**config.mk**
```make
export PLATFORM = sky130hd
export DESIGN_NAME = ide_strobe_timer
export DESIGN_NICKNAME = d
export VERILOG_FILES = /design/src/rtl/ide_strobe_pkg.sv /design/src/rtl/ide_strobe_ref_sel.sv /design/src/rtl/ide_strobe_unit_ctr.sv /design/src/rtl/ide_strobe_timer.sv
export SDC_FILE = /design/constraint.sdc
export NUM_CORES = 1
export LEC_CHECK = 0
export BUFFER_PORTS_ARGS = -buffer_cell sky130_fd_sc_hd__buf_4
export CAP_MARGIN = 0
export CORE_AREA = 3 3 56 58
export CTS_CLUSTER_DIAMETER = 60
export CTS_CLUSTER_SIZE = 8
export DETAILED_ROUTE_END_ITERATION = 16
export DIE_AREA = 0 0 59 61
export PLACE_DENSITY = 0.73
export SLEW_MARGIN = 40
export SYNTH_ARGS = -nofsm -noshare
export SYNTH_HDL_FRONTEND = slang
export SYNTH_SLANG_ARGS = --single-unit
```
**constraint.sdc**
```tcl
create_clock -name clk -period 5.7 [get_ports clk]
set_input_delay 0.57 -clock clk [delete_from_list [all_inputs] [get_ports clk]]
set_output_delay 0.57 -clock clk [all_outputs]
set_load 0.02 [all_outputs]
```
**src/rtl/ide_strobe_pkg.sv**
```systemverilog
package ide_strobe_pkg;

    typedef enum logic [1:0] {
        PH_IDLE   = 2'd0,
        PH_ACTIVE = 2'd1,
        PH_RECOV  = 2'd2
    } phase_e;

endpackage

```
**src/rtl/ide_strobe_ref_sel.sv**
```systemverilog
module ide_strobe_ref_sel #(
    parameter int N_DEV = 2,
    localparam int DEV_W = (N_DEV > 1) ? $clog2(N_DEV) : 1
) (
    input  logic             ref_tick_slow,
    input  logic             ref_tick_fast,
    input  logic [N_DEV-1:0] clk_sel,
    input  logic [DEV_W-1:0] dev_sel,
    input  logic             fast_lat,
    output logic             fast_now,
    output logic             tick
);
    logic [N_DEV-1:0] hit;

    genvar g;
    generate
        for (g = 0; g < N_DEV; g++) begin : g_dev
            assign hit[g] = clk_sel[g] && (dev_sel == DEV_W'(g));
        end
    endgenerate

    assign fast_now = |hit;
    assign tick     = fast_lat ? ref_tick_fast : ref_tick_slow;
endmodule

```
**src/rtl/ide_strobe_unit_ctr.sv**
```systemverilog
module ide_strobe_unit_ctr #(
    parameter int CNT_W = 6
) (
    input  logic             clk,
    input  logic             rst_n,
    input  logic             load,
    input  logic [CNT_W-1:0] load_val,
    input  logic             tick,
    output logic             last
);
    logic [CNT_W-1:0] cnt_d, cnt_q;

    always_comb begin
        cnt_d = cnt_q;
        if (load)
            cnt_d = load_val;
        else if (tick && cnt_q != '0)
            cnt_d = cnt_q - CNT_W'(1);
    end

    assign last = tick && (cnt_q == CNT_W'(1));

    always_ff @(posedge clk or negedge rst_n) begin
        if (!rst_n) cnt_q <= '0;
        else        cnt_q <= cnt_d;
    end
endmodule

```
**src/rtl/ide_strobe_timer.sv**
```systemverilog
module ide_strobe_timer #(
    parameter int NIB_W    = 4,
    parameter int UNIT_REF = 2,
    parameter int N_DEV    = 2,
    localparam int BYTE_W  = 2 * NIB_W,
    localparam int DEV_W   = (N_DEV > 1) ? $clog2(N_DEV) : 1,
    localparam int CNT_W   = $clog2((2 ** NIB_W) * UNIT_REF + 1)
) (
    input  logic              clk,
    input  logic              rst_n,
    input  logic              ref_tick_slow,
    input  logic              ref_tick_fast,
    input  logic              start,
    input  logic              dir_wr,
    input  logic [DEV_W-1:0]  dev_sel,
    input  logic              xfer_dma,
    input  logic [BYTE_W-1:0] pio_timing,
    input  logic [BYTE_W-1:0] dma_timing,
    input  logic [N_DEV-1:0]  clk_sel,
    output logic              strobe_rd,
    output logic              strobe_wr,
    output logic              busy,
    output logic              done
);
    import ide_strobe_pkg::*;

    typedef struct packed {
        phase_e           phase;
        logic             wr;
        logic             fast;
        logic [NIB_W-1:0] rec;
        logic             done;
    } ctl_t;

    ctl_t st_d, st_q;

    logic              fast_now, tick, last, load;
    logic [CNT_W-1:0]  load_val;
    logic [BYTE_W-1:0] sel_byte;

    function automatic logic [CNT_W-1:0] to_units(input logic [NIB_W-1:0] n);
        return CNT_W'((int'(n) + 1) * UNIT_REF);
    endfunction

    ide_strobe_ref_sel #(.N_DEV(N_DEV)) u_ref (
        .ref_tick_slow (ref_tick_slow),
        .ref_tick_fast (ref_tick_fast),
        .clk_sel       (clk_sel),
        .dev_sel       (dev_sel),
        .fast_lat      (st_q.fast),
        .fast_now      (fast_now),
        .tick          (tick)
    );

    ide_strobe_unit_ctr #(.CNT_W(CNT_W)) u_ctr (
        .clk      (clk),
        .rst_n    (rst_n),
        .load     (load),
        .load_val (load_val),
        .tick     (tick),
        .last     (last)
    );

    assign sel_byte = xfer_dma ? dma_timing : pio_timing;

    always_comb begin
        st_d      = st_q;
        st_d.done = 1'b0;
        load      = 1'b0;
        load_val  = '0;
        unique case (st_q.phase)
            PH_IDLE: begin
                if (start) begin
                    st_d.phase = PH_ACTIVE;
                    st_d.wr    = dir_wr;
                    st_d.fast  = fast_now;
                    st_d.rec   = sel_byte[NIB_W-1:0];
                    load       = 1'b1;
                    load_val   = to_units(sel_byte[BYTE_W-1:NIB_W]);
                end
            end
            PH_ACTIVE: begin
                if (last) begin
                    st_d.phase = PH_RECOV;
                    load       = 1'b1;
                    load_val   = to_units(st_q.rec);
                end
            end
            PH_RECOV: begin
                if (last) begin
                    st_d.phase = PH_IDLE;
                    st_d.done  = 1'b1;
                end
            end
            default: st_d.phase = PH_IDLE;
        endcase
    end

    always_ff @(posedge clk or negedge rst_n) begin
        if (!rst_n) begin
            st_q.phase <= PH_IDLE;
            st_q.wr    <= 1'b0;
            st_q.fast  <= 1'b0;
            st_q.rec   <= '0;
            st_q.done  <= 1'b0;
        end else begin
            st_q <= st_d;
        end
    end

    assign strobe_rd = (st_q.phase == PH_ACTIVE) && !st_q.wr;
    assign strobe_wr = (st_q.phase == PH_ACTIVE) &&  st_q.wr;
    assign busy      = (st_q.phase != PH_IDLE);
    assign done      = st_q.done;
endmodule

```
==> results.yml <==
outcome:
  status: "finished clean"
drt:
  drt-pass1-iter-count: 4
  drt-vias-per-instance: 5.72
  first_iter_violations: 17
  drt-total-wl_um: 2430
  antenna_left: 0
  drc_errors: 0
  via_count: 978
  wire_per_inst_um: 14.2
synthesis:
  yosysSeqAreaShare_pct: 35.3
  synthCells: 111
  ys_warn_count: 0
  syn_area_um2: 1060
  yosysUniqueCellTypes: 43
  synth_nets: 142
  synth-seq-cells: 15
  syn_avg_cell_area_um2: 9.57
clock_tree:
  cts_tree: "built"
  worst_skew_pair.late_latency_ns: 0.29
  htree_levels: 1
  cts_root_buffer: "clkbuf_4"
  cts_hold_buf: 0
  numCtsBuffers: 3
  max-clock-path-buffers: 2
  path_clk_slew_ns: 0.10
  cts_sinks: 15
  cts_resized: 0
  post-cts-setup-buffers: 0
sta:
  maxSlewViolCount: 0
  hold_viol: 0
  rsz0062_at_grt: "false"
  fin_crit_sh_pct: 35.9
  timing.hold.ws_ns: 0.116
  fin_setup_tns_ns: 0
  fin_worst_skew_ns: 0.00599
  worst_slew_pin_slew_ns: 0.710
  max_freq_mhz: 489
  slew_headroom_pct: 52.3
  min_period_ns: 2.05
  setup_violations: 0
global_routing:
  grt-ovfl-total: 0
  antenna_found_initial: 0
  grt_usage_pct: 15.4
  grt_pass1_wl_um: 4170
  grt_max_degree: 19
  grt_pass1_vias: 948
placement:
  dpl.hpwl_um: 1920
  place_congestion: 0.832
  portBuffers: 29
  dpl_cell_area_um2: 1290
worst_setup_path:
  crit_type: "flop to output pin"
  critPathMaxFanout: 7
  cp.arrival_ns: 1.48
  critPathLaunchType: "flop"
  critPathRequiredTime_ns: 5.13
  reg2reg_depth: 4
  worstSetupEndpointType: "output pin"
final_layout:
  layout-drive-gt1-share_pct: 27.9
  fillCellCount: 277
  synthToLayoutAreaGrowth_pct: 24.0
  final_common_cell: "buf_4"
  antenna_cells: 0
  utilization_pct: 48.6
  final_cell_mix: "buf_4, dfrtp_1, nand2_1"
  multi_input_area_um2: 648
  seq_area_um2: 375
  finalNetCount: 172
  stdcell_area_um2: 1320
power:
  total_leakage_power_nw: 0.605
  vdd_drop_max_mv: 0.198
  totalPowerFinal_w: 0.000556
  p_per_area_nw_per_um2: 422
floorplanning:
  die_w_um: 59
  fp-row-count: 19
  dieArea_um2: 3600
  fp.coreArea_um2: 2710
  initial_core_util_pct: 39.2
  ioPinCount: 30
  die_y_um: 61
flow_run:
  cap_violations: 0
hold_path:
  hold_class: "input port to async pin"
-- area by class of cell --
cell class                      instances  area share [%]
Multi-Input combinational cell         89            49.2
Sequential cell                        15            28.5
Timing Repair Buffer                   29            16.5
Tap cell                               31            2.94
Clock buffer                            4            1.99
Inverter                                3           0.855
-- kinds of logic (layout without fill, tap and decap cells) --
| group | count (synthesis) | count (layout) | share of synthesized area [%] |
|---|---|---|---|
| simple gates | 40 | 40 | 21.8 |
| compound gates | 28 | 28 | 18.4 |
| flops | 15 | 15 | 35.3 |
| mux | 12 | 12 | 11.7 |
| buf+inv | 7 | 36 | 3.65 |
| fa+ha+maj | 5 | 5 | 5.89 |
| xor+xnor | 4 | 4 | 3.30 |
-- through the flow --
| stage | setup WS [ns] | cells |
|---|---|---|
| floorplan | 3.76 | 111 |
| global placement | 3.61 | 167 |
| detailed placement | 3.59 | 167 |
| CTS | 3.65 | 171 |
| global route | 3.53 | 171 |
| finish | 3.65 | 171 |
-- synth_stat cells --
library cell	number	share of area [%]
and4_1	1	0.82
nand3_1	3	1.4
nor3_1	2	0.94
a221oi_2	1	1.4
nor2_1	5	1.8
inv_1	3	1.1
nand4_1	1	0.59
and2_1	1	0.59
clkbuf_1	1	0.35
buf_2	1	0.47
mux2_2	3	3.2
a41o_1	1	0.94
nor3b_1	2	1.4
a32oi_1	2	1.6
a31oi_1	1	0.59
and4b_1	1	0.94
o21bai_1	1	0.71
or4_1	1	0.71
or2_2	1	0.59
xor2_1	1	0.82
a211oi_1	1	0.71
o21ai_0	8	3.8
dfrtp_1	15	35
and3_1	1	0.59
nor4_1	2	1.2
o22ai_1	1	0.59
xnor2_1	3	2.5
nor4_2	1	1.2
o32a_1	2	1.9
ha_1	5	5.9
o221ai_1	2	1.6
a21oi_1	6	2.8
or4_4	1	1.1
or4b_1	1	0.94
o211ai_1	1	0.71
or3b_1	1	0.82
buf_6	1	1.1
nand2_1	11	3.9
mux2i_1	9	8.5
buf_4	1	0.71
nand2b_1	3	1.8
nor2b_1	1	0.59
a32o_1	1	0.94
-- final timing paths --
check                                  to  startpoint  slack [ns]
min                               st_q[1]       rst_n        0.12
max                             strobe_wr     st_q[7]        3.65
max in group asynchronous         st_q[3]       rst_n        5.40
min reg2reg                       st_q[6]     st_q[6]        0.51
max reg2reg                u_ctr.cnt_q[5]     st_q[8]        3.73
min in group clk                  st_q[6]      dir_wr        0.47
-- per-layer routing --
metal,vias up,GRT usage [%],part of all wire [%]
li1,482,-,-
met1,458,17.9,43
met2,33,27.6,49
met3,5,2.34,5.6
met4,0,7.77,2.0
met5,-,0,0
-- flip-flops by register name, summed over array words and instances, names as in the netlist --
signal	count
u_ctr.cnt_q	6
st_q	8
done	1
-- critical path, stage by stage, from the launching register on --
cell	delay, ns
dfrtp_1	0.42
nor2b_1	0.44
and2_1	0.20
buf_4	0.13
-- power breakdown --
| group | switching [W] | internal (W) | total, W |
|---|---|---|---|
| registers | 0.0000516 | 0.000151 | 0.000203 |
| logic | 0.000154 | 0.000135 | 0.000289 |
| clock network | 0.0000371 | 0.0000272 | 0.0000644 |
| total | 0.000243 | 0.000313 | 0.000556 |
No activity file was read; power rests on OpenSTA's default activity.
